[src/rtl/dma_dbg_pkg.sv]
package dma_dbg_pkg;

    // Response phase of the register bus
    typedef enum logic [1:0] {
        ACC_IDLE      = 2'd0,
        ACC_RD_STATUS = 2'd1,
        ACC_RD_WINDOW = 2'd2,
        ACC_RD_NONE   = 2'd3
    } acc_e;

    // Window selector codes
    localparam int unsigned SEL_REQ      = 0;
    localparam int unsigned SEL_TASK_REQ = 1;
    localparam int unsigned SEL_VALID    = 2;
    localparam int unsigned SEL_HOLD     = 3;

endpackage

[src/rtl/dma_dbg_sticky.sv]
module dma_dbg_sticky #(
    parameter int W = 17
) (
    input  logic         clk,
    input  logic         rst_n,
    input  logic [W-1:0] set_i,
    input  logic [W-1:0] clr_i,
    output logic [W-1:0] q_o
);
    // One flag per bit; a set in the same cycle overrides a clear
    for (genvar b = 0; b < W; b++) begin : g_bit
        logic flag_q;
        always_ff @(posedge clk) begin
            if (!rst_n)
                flag_q <= 1'b0;
            else if (set_i[b])
                flag_q <= 1'b1;
            else if (clr_i[b])
                flag_q <= 1'b0;
        end
        assign q_o[b] = flag_q;
    end
endmodule

[src/rtl/dma_dbg_window.sv]
module dma_dbg_window
    import dma_dbg_pkg::*;
#(
    parameter int NUM_TASKS = 16,
    parameter int NUM_INIT  = 31,
    parameter int DATA_W    = 32,
    parameter int SEL_W     = 8,
    parameter int ID_W      = $clog2(NUM_INIT + 1)
) (
    input  logic [SEL_W-1:0]          sel_i,
    input  logic [NUM_INIT-1:0]       init_req_i,
    input  logic [NUM_TASKS-1:0]      task_valid_i,
    input  logic [NUM_TASKS*ID_W-1:0] task_init_id_i,
    input  logic [NUM_TASKS-1:0]      task_hold_i,
    output logic [DATA_W-1:0]         view_o
);
    localparam int REQ_PAD_W = 1 << ID_W;

    logic [REQ_PAD_W-1:0] req_pad;
    logic [NUM_TASKS-1:0] task_req;

    // Ids beyond the last initiator index land in the zero padding
    always_comb begin
        req_pad = '0;
        req_pad[NUM_INIT-1:0] = init_req_i;
    end

    for (genvar t = 0; t < NUM_TASKS; t++) begin : g_task
        logic [ID_W-1:0] id;
        assign id          = task_init_id_i[t*ID_W +: ID_W];
        assign task_req[t] = task_valid_i[t] & req_pad[id];
    end

    always_comb begin
        view_o = '0;
        case (sel_i)
            SEL_W'(SEL_REQ):      view_o[NUM_INIT-1:0]  = init_req_i;
            SEL_W'(SEL_TASK_REQ): view_o[NUM_TASKS-1:0] = task_req;
            SEL_W'(SEL_VALID):    view_o[NUM_TASKS-1:0] = task_valid_i;
            SEL_W'(SEL_HOLD):     view_o[NUM_TASKS-1:0] = task_hold_i;
            default:              view_o = '0;
        endcase
    end
endmodule

[src/rtl/dma_dbg_view.sv]
module dma_dbg_view
    import dma_dbg_pkg::*;
#(
    parameter int NUM_TASKS   = 16,
    parameter int NUM_INIT    = 31,
    parameter int DATA_W      = 32,
    parameter int ADDR_W      = 8,
    parameter int SEL_W       = 8,
    parameter int STATUS_ADDR = 'h00,
    parameter int WINDOW_ADDR = 'h04,
    parameter int ID_W        = $clog2(NUM_INIT + 1)
) (
    input  logic                      clk,
    input  logic                      rst_n,
    input  logic                      bus_valid,
    input  logic [ADDR_W-1:0]         bus_addr,
    input  logic                      bus_we,
    input  logic [DATA_W-1:0]         bus_wdata,
    output logic [DATA_W-1:0]         bus_rdata,
    input  logic [NUM_INIT-1:0]       init_req,
    input  logic [NUM_TASKS-1:0]      task_valid,
    input  logic [NUM_TASKS*ID_W-1:0] task_init_id,
    input  logic [NUM_TASKS-1:0]      task_hold,
    input  logic                      bp_trig,
    input  logic [NUM_TASKS-1:0]      bp_block
);
    localparam int FLAG_W = NUM_TASKS + 1;

    logic                 hit_status, hit_window;
    logic                 wr_status, wr_window, rd_strobe;
    logic [FLAG_W-1:0]    flag_set, flag_clr, flags;
    logic                 trig_q;
    logic [NUM_TASKS-1:0] blk_q;
    logic [SEL_W-1:0]     sel_q;
    logic [DATA_W-1:0]    view, status_word, snap_q;
    acc_e                 acc_q, acc_d;

    // Address decode
    assign hit_status = (bus_addr == ADDR_W'(STATUS_ADDR));
    assign hit_window = (bus_addr == ADDR_W'(WINDOW_ADDR));
    assign wr_status  = bus_valid &  bus_we & hit_status;
    assign wr_window  = bus_valid &  bus_we & hit_window;
    assign rd_strobe  = bus_valid & ~bus_we;

    // Sticky flags: blocked bits in the low positions, triggered on top
    assign flag_set = {bp_trig, bp_block};
    assign flag_clr = wr_status ? bus_wdata[FLAG_W-1:0] : '0;

    dma_dbg_sticky #(.W(FLAG_W)) u_sticky (
        .clk   (clk),
        .rst_n (rst_n),
        .set_i (flag_set),
        .clr_i (flag_clr),
        .q_o   (flags)
    );

    assign trig_q = flags[NUM_TASKS];
    assign blk_q  = flags[NUM_TASKS-1:0];

    always_comb begin
        status_word = '0;
        status_word[FLAG_W-1:0] = flags;
    end

    // Window selector
    always_ff @(posedge clk) begin
        if (!rst_n)
            sel_q <= '0;
        else if (wr_window)
            sel_q <= bus_wdata[SEL_W-1:0];
    end

    dma_dbg_window #(
        .NUM_TASKS (NUM_TASKS),
        .NUM_INIT  (NUM_INIT),
        .DATA_W    (DATA_W),
        .SEL_W     (SEL_W),
        .ID_W      (ID_W)
    ) u_window (
        .sel_i          (sel_q),
        .init_req_i     (init_req),
        .task_valid_i   (task_valid),
        .task_init_id_i (task_init_id),
        .task_hold_i    (task_hold),
        .view_o         (view)
    );

    // Access state machine: next state
    always_comb begin
        acc_d = ACC_IDLE;
        if (rd_strobe) begin
            if (hit_status)
                acc_d = ACC_RD_STATUS;
            else if (hit_window)
                acc_d = ACC_RD_WINDOW;
            else
                acc_d = ACC_RD_NONE;
        end
    end

    // State register and read snapshot
    always_ff @(posedge clk) begin
        if (!rst_n) begin
            acc_q  <= ACC_IDLE;
            snap_q <= '0;
        end else begin
            acc_q <= acc_d;
            if (rd_strobe)
                snap_q <= hit_status ? status_word : view;
        end
    end

    // Outputs per state
    always_comb begin
        unique case (acc_q)
            ACC_IDLE:      bus_rdata = '0;
            ACC_RD_STATUS: bus_rdata = snap_q;
            ACC_RD_WINDOW: bus_rdata = snap_q;
            ACC_RD_NONE:   bus_rdata = '0;
            default:       bus_rdata = '0;
        endcase
    end
endmodule

[config.mk]
export PLATFORM = sky130hd
export DESIGN_NAME = dma_dbg_view
export DESIGN_NICKNAME = d
export VERILOG_FILES = /design/src/rtl/dma_dbg_pkg.sv /design/src/rtl/dma_dbg_sticky.sv /design/src/rtl/dma_dbg_window.sv /design/src/rtl/dma_dbg_view.sv
export SDC_FILE = /design/constraint.sdc
export NUM_CORES = 1
export LEC_CHECK = 0
export CAP_MARGIN = 0
export CORE_ASPECT_RATIO = 0.5
export CORE_MARGIN = 5
export CORE_UTILIZATION = 50
export CTS_CLUSTER_DIAMETER = 150
export DETAILED_ROUTE_END_ITERATION = 6
export DONT_BUFFER_PORTS = 1
export GPL_TIMING_DRIVEN = 1
export PLACE_DENSITY_LB_ADDON = 0.12
export SYNTH_ARGS = -nofsm -noshare
export SYNTH_HDL_FRONTEND = slang
export SYNTH_SLANG_ARGS = --single-unit
[constraint.sdc]
create_clock -name clk -period 2.4 [get_ports clk]
set_input_delay 0.72 -clock clk [delete_from_list [all_inputs] [get_ports clk]]
set_output_delay 0.72 -clock clk [all_outputs]
set_load 0.05 [all_outputs]
# Word level (Yosys, flattened, before mapping)
# Index checks and enable logic that the tools add are counted.
[word_totals]
reg_bits = 59
in_bits = 204
output_inout_bits = 32
[classes]
magnitude_cmp = 16
eq_ne = 7
mux = 73
bitwise_logic = 23
n_reduce_logical = 24
[ops]
columns = ["op", "n"]
rows = [
  ["5-bit by 6-bit < comparator with 1-bit output (second input constant)", 16],
  ["1-bit binary-select mux with 5-bit select", 16],
  ["16-bit one-hot mux with 4 select lines", 1],
  ["32-bit one-hot mux with 2 select lines", 1],
  ["1-bit two-way mux", 52],
  ["2-bit nonzero test", 17],
  ["31-bit two-way mux", 1],
  ["1-bit bitwise AND", 20],
  ["17-bit two-way mux", 1],
  ["8-bit by 2-bit == test with 1-bit output (second input constant)", 2],
  ["8-bit zero test", 2],
  ["15-bit two-way mux", 1],
  ["8-bit by 1-bit == test with 1-bit output (second input constant)", 1],
  ["8-bit by 3-bit == test with 1-bit output (second input constant)", 1],
  ["2-bit == test (second input constant)", 2],
  ["2-bit OR reduction", 2],
  ["1-bit inverter", 3],
  ["3-bit OR reduction", 1],
  ["2-bit by 1-bit == test with 1-bit output (second input constant)", 1],
  ["2-bit zero test", 1],
  ["2-bit AND reduction", 1],
]

# Longest topological paths before layout
# Gate-level depths: netlist of the first run.
[logic_depth]
ltp_word = 5
depth_mapped = 7
mapped_depth_nobuf = 5

# By module
# From an unflattened synthesis of the first run, not the netlist that was laid out.
[hier_totals]
hier_cells = 798
area_unflattened_um2 = 8055.2
[by_module_without_submodules]
columns = ["module", "n_inst", "cells_each", "area_per_inst_um2"]
rows = [
  ["dma_dbg_window", 1, 459, 5157.4],
  ["dma_dbg_view", 1, 269, 2164.6],
  ["dma_dbg_sticky", 1, 70, 733.2],
]

# Worst setup path after synthesis of the first run
# No wires, ideal clock.
[synth_path]
kind = "input-to-reg"
startpoint = "input port task_init_id[60]"
endpoint = "register snap_q[12]"
arrival_ps = 2065
required_time_ps = 2272
path_slack_ps = 207
stages = 6
n_path_buf = 1
cell_sequence = "clkbuf_1 > mux4_1 > nor2b_1 > a211o_1 > nand3_1 > o22ai_1"
[synth_via]
elab_chain_len = 5
[synth_rtl]
columns = ["element", "line_no", "text"]
rows = [
  ["from (decl)", "dma_dbg_view.sv:22", "input logic [NUM_TASKS*ID_W-1:0] task_init_id,"],
  ["1-bit binary-select mux with 5-bit select", "dma_dbg_window.sv:31", "assign task_req[t] = task_valid_i[t] & req_pad[id];"],
  ["1-bit two-way mux (implied by the code)", "dma_dbg_window.sv:31", ""],
  ["1-bit bitwise AND", "dma_dbg_window.sv:31", ""],
  ["16-bit one-hot mux with 4 select lines", "dma_dbg_window.sv:36", "case (sel_i)"],
  ["31-bit two-way mux", "dma_dbg_view.sv:109", "snap_q <= hit_status ? status_word : view;"],
  ["to (signal assigned)", "dma_dbg_view.sv:109", ""],
  ["to (decl)", "dma_dbg_view.sv:35", "logic [DATA_W-1:0] view, status_word, snap_q;"],
]
# Every way passes these cells. The select of a mux whose other input is x is not followed.
# A chain may end at the register's enable or synchronous reset.

# Worst setup path after layout of the first run
[layout_path]
startpoint = "register acc_q[0]"
endpoint = "output port bus_rdata[0]"
[layout_via]
elab_chain_len = 3
[layout_rtl]
columns = ["element", "line_no", "text"]
rows = [
  ["from (decl)", "dma_dbg_view.sv:36", "acc_e acc_q, acc_d;"],
  ["from (signal assigned)", "dma_dbg_view.sv:104", "acc_q <= ACC_IDLE;"],
  ["from (signal assigned)", "dma_dbg_view.sv:107", "acc_q <= acc_d;"],
  ["2-bit == test (tied with other cells)", "dma_dbg_view.sv:115", "unique case (acc_q)"],
  ["2-bit OR reduction (no source line)", "--", ""],
  ["32-bit one-hot mux with 2 select lines (*)", "dma_dbg_view.sv:115", ""],
  ["to (decl)", "dma_dbg_view.sv:19", "output logic [DATA_W-1:0] bus_rdata,"],
]
# Every way passes the cells marked *; elsewhere a longest branch is shown, timed or not.

==> results of run 1 <==
## worst reg2reg max path, delay by kind of cell, from the launching register on
| family | cells | cell delay, ns |
|---|---|---|
| buffers and inverters | 2 | 0.38 |
| flip-flops | 1 | 0.31 |
| AO/OA/AOI/OAI | 2 | 0.26 |
| AND/OR/NAND/NOR | 3 | 1.02 |
## how the worst min path moves through the flow
| stage | cells after the start | to | start | slack (ns) |
|---|---|---|---|---|
| after floorplan | 1 | snap_q[21]$_SDFFE_PN0P_ | snap_q[21]$_SDFFE_PN0P_ | 0.44 |
| after global placement | 1 | snap_q[19]$_SDFFE_PN0P_ | snap_q[19]$_SDFFE_PN0P_ | 0.46 |
| after global routing | 1 | u_sticky.g_bit[0].flag_q$_SDFFE_PN0P_ | bp_block[0] | 0.50 |
| after CTS | 1 | snap_q[26]$_SDFFE_PN0P_ | snap_q[26]$_SDFFE_PN0P_ | 0.47 |
| final | 1 | snap_q[26]$_SDFFE_PN0P_ | snap_q[26]$_SDFFE_PN0P_ | 0.47 |
| after detailed placement | 1 | snap_q[26]$_SDFFE_PN0P_ | snap_q[26]$_SDFFE_PN0P_ | 0.46 |
## synthesized netlist by cell type (2+ instances only)
master and number:
o221a_2 2, nor2b_1 24, nor2_1 34, nand4_1 4, nor4_1 15, buf_2 27, clkbuf_1 73, nor3_1 24
mux2_2 4, a21oi_1 5, mux4_2 97, a21boi_0 17, buf_6 3, o31a_1 2, a22o_1 14, mux2i_1 49
o21ai_0 40, nand3_1 24, or3_1 2, o21a_1 18, buf_4 4, dfxtp_1 58, nand3b_1 2, nor4bb_1 12
a211o_1 12, buf_1 3, mux4_1 15, o21ai_1 3, inv_1 3, and2_1 33, o22ai_1 24, o311ai_0 2
nand2_1 58, a221oi_1 17, a22oi_1 2, nor4b_1 37, nand2b_1 2
## stage by stage
stage	setup TNS [ns]	hold slack, ns	power [mW]	util, %
2_1_floorplan	0	0.441	1.90	-
3_3_place_gp	-0.0318	0.459	1.82	52.4
3_5_place_dp	-0.0546	0.459	1.84	52.4
4_1_cts	0	0.471	3.14	54.4
5_1_grt	0	0.500	3.25	54.4
6_report	0	0.471	3.13	54.4
## layout make-up
cell class | instances | area share, %
multi-input combinational | 608 | 74.2
sequential | 58 | 14.6
timing repair buffer | 42 | 4.28
tap | 198 | 3.11
clock buffer | 10 | 3.00
clock inverter | 5 | 0.692
inverter | 3 | 0.141
## cells by family after synthesis
family          Yosys count
buf+inv                 114
simple gates            277
flops                    58
mux                     165
other cells               1
compound gates          164
xor+xnor                  1
## sequential cells by signal (all words and copies together) (netlist names)
name / flops
sel_q: 8
acc_q: 2
snap_q: 31
u_sticky.g_bit.flag_q: 17
## layer usage
metal	track usage, %	share of wire [%]	vias to the layer above	wire length (um)
met5	0	0	-	0
met2	46.3	42	640	12600
met4	9.48	2.5	0	751
met1	43.5	39	3523	11600
met3	15.6	16	74	4910
li1	-	-	2988	-
## repair_timing
action | 4_1_cts | 5_1_grt
setup buffers | 0 | 0
setup endpoints to repair | 0 | 16
gates resized for setup | 0 | 2
hold endpoints to repair | 0 | 0
hold buffers | 0 | 0
## power by group through the flow
stage / logic (mW) / registers, mW / clock network, mW
detailed placement: 0.763 / 1.08 / 0
global route: 0.828 / 1.06 / 1.36
finish: 0.768 / 1.06 / 1.31
global placement: 0.749 / 1.07 / 0
floorplan: 0.850 / 1.05 / 0
CTS: 0.766 / 1.05 / 1.32
==> impl_results.md, run 1 <==
- Synth Area in Compound Gates: 15.3%
- # IOs: 236
- Period minus WS final: 2.27 ns
- Placed cell count: 909
- Cells along the critical path: xor2_2 -> buf_4 -> and2_1
- CTS Buffer Depth: 2
- Final WS setup: around 0.13 ns
- WP data required: between 1.5 and 2 ns
- Largest net degree at the start of global routing: 57
- Max-slew violations: 0
- Status: finished clean
- GRT overflow: 0
- Max stage delay cell, worst path: and2_1
- CP top delay family: simple AND/OR/NAND/NOR gates
- Top post-synthesis cells by area: mux4_2, dfxtp_1, mux2i_1, mux4_1, nor4b_1
- Mapped Nets: roughly 980
- Starting density of the core: about half
- Die height: around 97 um
- Area Overhead vs Synth: 5.40%
- Clock slew at reported path FFs: ~0.05 ns
- Worst EP arrival: 1.55 ns
- Crit path from: acc_q[0]$_SDFF_PN0_
- Fmax: 440 MHz
- Clock latency on the worst-skew pair: 0.33 ns
- Pre-CTS WS: -0.0300 ns
- Via/cell ratio: 7.82
- Synth warn: 0
- Net Switching: 0.784 mW
- Layout cells sized above 1: 23.1%
- Layout fillers: around 1,300
- Final period util: 94.6%
- Static Leak: 2.70 nW
- Drt wl/cell: between 30 and 40 um
- Logic pwr share: 24.5%
- Worst Max-Slew Pin Slew: between 0.7 and 0.8 ns
- Post-Synth Simple-Gate Area: a little over a fifth
- Seq pwr share: 33.7%
- Row count: 31
- Commonest cells after routing, fill and taps aside: mux4_2, nand2_1, dfxtp_1
- CTS tree: yes
- Worst min path class: reg -> reg
- Commonest non-fill, non-tap cell in the layout: mux4_2
- Most used DFF post-synth: dfxtp_1
- Largest area contributor in the netlist: mux4_2
- RR Endpoint: snap_q[3]$_SDFFE_PN0P_
- Max Fanout on Critical Path: 13
- Routed wire length: 29,800 um
- CP startpoint kind: flip-flop
- H-tree Lvls: 3
- Power Internal: 2.35 mW
- Antenna cell count: 0
- Vias in the first global route: 6,892
- Fraction of synthesized area in multiplexers: 41.2%
- First-pass DRT Iterations: 5
- Clock net sink count: 58
- VDD IR max: between 0.3 and 0.4 mV
- Number of distinct library cells after synthesis: 52
- CP Depth: 3
- CTS root buffer: clkbuf_16
- Net count, final: between 900 and 1,000
- Slew headroom: 50.3%
- Clock Power Share: 41.7%
- Post-Synth Adder-Cell Area: 0%
- Syn avg cell area: 9.68 um^2
- Synth Area in XOR/XNOR: 0.116%
- Area of the multi-input gates: 0.00591 mm^2
- Core Area: 0.0146 mm^2
- Die Wd: 184 um
- Seq. cell area: between 0.001 and 0.0015 mm^2
- RSZ-0062 raised after global routing: no
- Synthesized area: between 0.007 and 0.008 mm^2
- Fin. Hold Viols: 0
- Die area: 0.0178 mm^2
- Slowest Stage Delay on Critical Path: 0.47 ns
- Initial antenna violation count: 0
- Detail Placement HPWL: between 20,000 and 25,000 um
- Worst R2R Setup Slack: 0.37 ns
- GRT Overall Usage: between 30% and 40%
- Worst R2R Path Depth: 7
- ANT nets after route: 0
- Main combinational cell family by area after synthesis: multiplexers
- Async SR Flop Fraction: 0%
- Worst Clk Skew: approximately 0.0073 ns
- Power Density: 394 mW/mm^2
- Post-Syn Instances: 780
- First-pass GRT wire length: 43,900 um
- Placed Instance Area: 0.00766 mm^2
- Critical path destination: bus_rdata[0]
- Max-cap violation count: 0
- DR DRC count: 0
- Total CTS buffers: 9
- Register area share after synthesis: between 10% and 20%
- Port-buffer cells: 0
- Iteration-0 DRC Markers: 885
- Vias: 7,225
- Crit path kind: reg -> out
- Finish-stage setup viols: 0
- Endpoint class of the critical path: output pin
- Worst Path Buf+Inv: 1
- Share of the synthesized area in the top cell type: between 20% and 30%
- GP Congestion: 0.849
- Non-Filler Instances: 924
- Post-route design area: approximately 0.0080 mm^2
- Reg2reg start: sel_q[3]$_SDFFE_PN0P_
- Seq cells post-synth: a little under 60
- Post-synth EDFFs: 0
- Switching share of power: roughly 25%
(Power assumes the default switching activity.)
==> run 2, diff against run 1 <==
--- a/config.mk
+++ b/config.mk
@@ -6,7 +6,7 @@
 export NUM_CORES = 1
 export LEC_CHECK = 0
 export CAP_MARGIN = 0
-export CORE_ASPECT_RATIO = 0.5
+export CORE_ASPECT_RATIO = 1.2
 export CORE_MARGIN = 5
 export CORE_UTILIZATION = 50
 export CTS_CLUSTER_DIAMETER = 150
==> constraint.sdc (replaced) <==
create_clock -name clk -period 2.55 [get_ports clk]
set_input_delay 0.765 -clock clk [delete_from_list [all_inputs] [get_ports clk]]
set_output_delay 0.765 -clock clk [all_outputs]
set_load 0.05 [all_outputs]
==> run 2 against run 1 <==
- combinational power down 6.0%
- non-clock buffer count decreased by 6
- final area is 0.55% lower
- global-route usage decreased by 0.24 points
- largest power group unchanged
==> impl_results.md, run 2 (synthesis results as in run 1) <==
- GRT Overall Usage: 32.1% (was 32.4%)
- Detail Placement HPWL: 19,400 um (was 20,400 um)
- First-pass DRT Iterations: 6 (was 5)
- CTS root buffer: clkbuf_16 (unchanged)
- Total CTS buffers: 9 (unchanged)
- Finish-stage setup viols: 0 (unchanged)
- Static Leak: 2.67 nW (was 2.70 nW)
- GP Congestion: 0.858 (was 0.849)
- Vias: 7,100 (was 7,225)
- # IOs: 236 (unchanged)
- Core Area: 0.0149 mm^2 (was 0.0146 mm^2)
- Commonest cells after routing, fill and taps aside: mux4_2, nand2_1, dfxtp_1 (unchanged)
- DR DRC count: 0 (unchanged)
- Max-slew violations: 0 (unchanged)
- Final Power: 2.98 mW (was 3.13 mW)
- Fmax: 415 MHz
- Layout fillers: 1,349 (was 1,291)
- Worst EP arrival: 1.64 ns (was 1.55 ns)
- CTS Buffer Depth: 2 (unchanged)
- VDD IR max: 0.319 mV (was 0.317 mV)
- Die height: 145 um (was 96.9 um)
- Placed cell count: 909 (unchanged)
- First-pass GRT wire length: 42,900 um (was 43,900 um)
- Layout cells sized above 1: 22.1% (was 23.1%)
- Worst Path Buf+Inv: 1 (unchanged)
- WP data required: 1.79 ns (was 1.68 ns)
- Worst R2R Setup Slack: 0.20 ns (was 0.37 ns)
- Slowest Stage Delay on Critical Path: 0.49 ns (was 0.47 ns)
- Resized cells post-CTS: 0 (unchanged)
- ANT nets after route: 0 (unchanged)
- Drt wl/cell: 31.3 um (was 32.3 um)
- Crit path kind: reg -> out (unchanged)
- RSZ-0062 raised after global routing: no (unchanged)
- Die Wd: 122 um (was 184 um)
- Fin. Hold Viols: 0 (unchanged)
- Routed wire length: 28,900 um (was 29,800 um)
- H-tree Lvls: 3 (unchanged)
- Row count: 49 (was 31)
- Clock slew at reported path FFs: 0.06 ns (was 0.05 ns)
- RR Endpoint: snap_q[20]$_SDFFE_PN0P_ (was snap_q[3]$_SDFFE_PN0P_)
- Starting density of the core: 50.7% (was 51.6%)
- Number of flip-flops in the largest register: 31 (unchanged)
- Endpoint class of the critical path: output pin (unchanged)
- Max Fanout on Critical Path: 25 (was 13)
- CP startpoint kind: flip-flop (unchanged)
- Final period util: about 94%
- Crit path from: acc_q[1]$_SDFF_PP0_ (was acc_q[0]$_SDFF_PN0_)
- Net count, final: 920 (was 926)
- CP top delay family: simple AND/OR/NAND/NOR gates (unchanged)
- Max-cap violation count: 0 (unchanged)
- Area Overhead vs Synth: 4.82% (was 5.40%)
- Slew headroom: 30.9% (was 50.3%)
- Most flops, register: snap_q (unchanged)
- Power Density: 377 mW/mm^2 (was 394 mW/mm^2)
- Worst R2R Path Depth: 5 (was 7)
- Antenna cell count: 0 (unchanged)
- Clock latency on the worst-skew pair: 0.33 ns (about the same)
- # hold bufs at CTS: 0 (unchanged)
- Vias in the first global route: 7,131 (was 6,892)
- Commonest non-fill, non-tap cell in the layout: mux4_2 (unchanged)
- Iteration-0 DRC Markers: 848 (was 885)
- Reg2reg start: sel_q[3]$_SDFFE_PN0P_ (unchanged)
- Period minus WS final: 2.41 ns
- GRT overflow: 0 (unchanged)
- Non-Filler Instances: 924 (unchanged)
- Max stage delay cell, worst path: and2_1 (unchanged)
- Critical path destination: bus_rdata[15] (was bus_rdata[0])
- CP Depth: 3 (unchanged)
- CTS tree: yes (unchanged)
- Worst Clk Skew: 0.0122 ns (was 0.00731 ns)
- Biggest regs: snap_q x31, u_sticky.g_bit.flag_q x17, sel_q x8 (unchanged)
- Worst min path class: reg -> reg (unchanged)
- Initial antenna violation count: 0 (unchanged)
- Final Util: 53.1% (was 54.4%)
- Die area: 0.0177 mm^2 (was 0.0178 mm^2)
- Clock net sink count: 58 (unchanged)
- Worst Max-Slew Pin Slew: 1.03 ns (was 0.746 ns)
- Port-buffer cells: 0 (unchanged)
- Via/cell ratio: 7.68 (was 7.82)
- Post-CTS Setup Repair Bufs: 0 (unchanged)
- Largest net degree at the start of global routing: 57 (unchanged)
- Status: finished clean (unchanged)
- Cells along the critical path: xor2_2 -> buf_4 -> and2_1 (unchanged)
[run 2: cell count changes in the layout (fill, tap and decap cells not counted)]
cell and delta:
buf_12 -1, clkinvlp_4 -2, nor2_2 -1, clkinv_2 -1, nor2b_1 +1, clkbuf_8 +2
buf_4 -5, clkbuf_1 +1, nor2b_2 -1, nor2_1 +1
[run 2: area by class of cell]
| type | instances | area (um^2) | share of cell area (%) |
|---|---|---|---|
| well taps | 204 | 255 | 3.22 |
| repair buffers | 36 | 283 | 3.57 |
| clock inverters | 2 | 35.0 | 0.443 |
| multi-input cells | 608 | 5900 | 74.5 |
| flip-flops and latches | 58 | 1160 | 14.7 |
| inverters | 3 | 11.3 | 0.142 |
| clock buffers | 13 | 270 | 3.41 |
[run 2: worst min-delay path by stage]
stage	from	to	slack [ns]	cells past startpoint
6_report	snap_q[21]$_SDFFE_PN0P_	snap_q[21]$_SDFFE_PN0P_	0.47	1
3_3_place_gp	snap_q[28]$_SDFFE_PN0P_	snap_q[28]$_SDFFE_PN0P_	0.46	1
5_1_grt	snap_q[17]$_SDFFE_PN0P_	snap_q[17]$_SDFFE_PN0P_	0.49	1
2_1_floorplan	snap_q[21]$_SDFFE_PN0P_	snap_q[21]$_SDFFE_PN0P_	0.44	1
3_5_place_dp	snap_q[17]$_SDFFE_PN0P_	snap_q[17]$_SDFFE_PN0P_	0.46	1
4_1_cts	snap_q[17]$_SDFFE_PN0P_	snap_q[17]$_SDFFE_PN0P_	0.47	1
[run 2: per-layer routing]
metal	part of all wire, %	track usage, %	routed length [um]
met3	16	12.9	4480
met2	46	50.4	13300
met4	3.2	12.0	928
met1	35	40.1	10100
met5	0	0	0
[run 2: power by group]
group | internal (mW) | switching (mW) | leakage, nW
combinational | 0.479 | 0.243 | 2.04
clock | 0.829 | 0.440 | 0.152
sequential | 0.957 | 0.0322 | 0.478
total | 2.27 | 0.715 | 2.67
[run 2: per-stage QoR]
step / area (um^2) / setup TNS, ns / hold WS (ns) / setup WS (ns)
finish: 7920 / 0 / 0.470 / 0.141
global placement: 7610 / 0 / 0.457 / 0.124
CTS: 7920 / 0 / 0.472 / 0.115
floorplan: 7550 / 0 / 0.441 / 0.312
global route: 7920 / 0 / 0.490 / 0.0220
detailed placement: 7610 / -0.246 / 0.460 / -0.0309
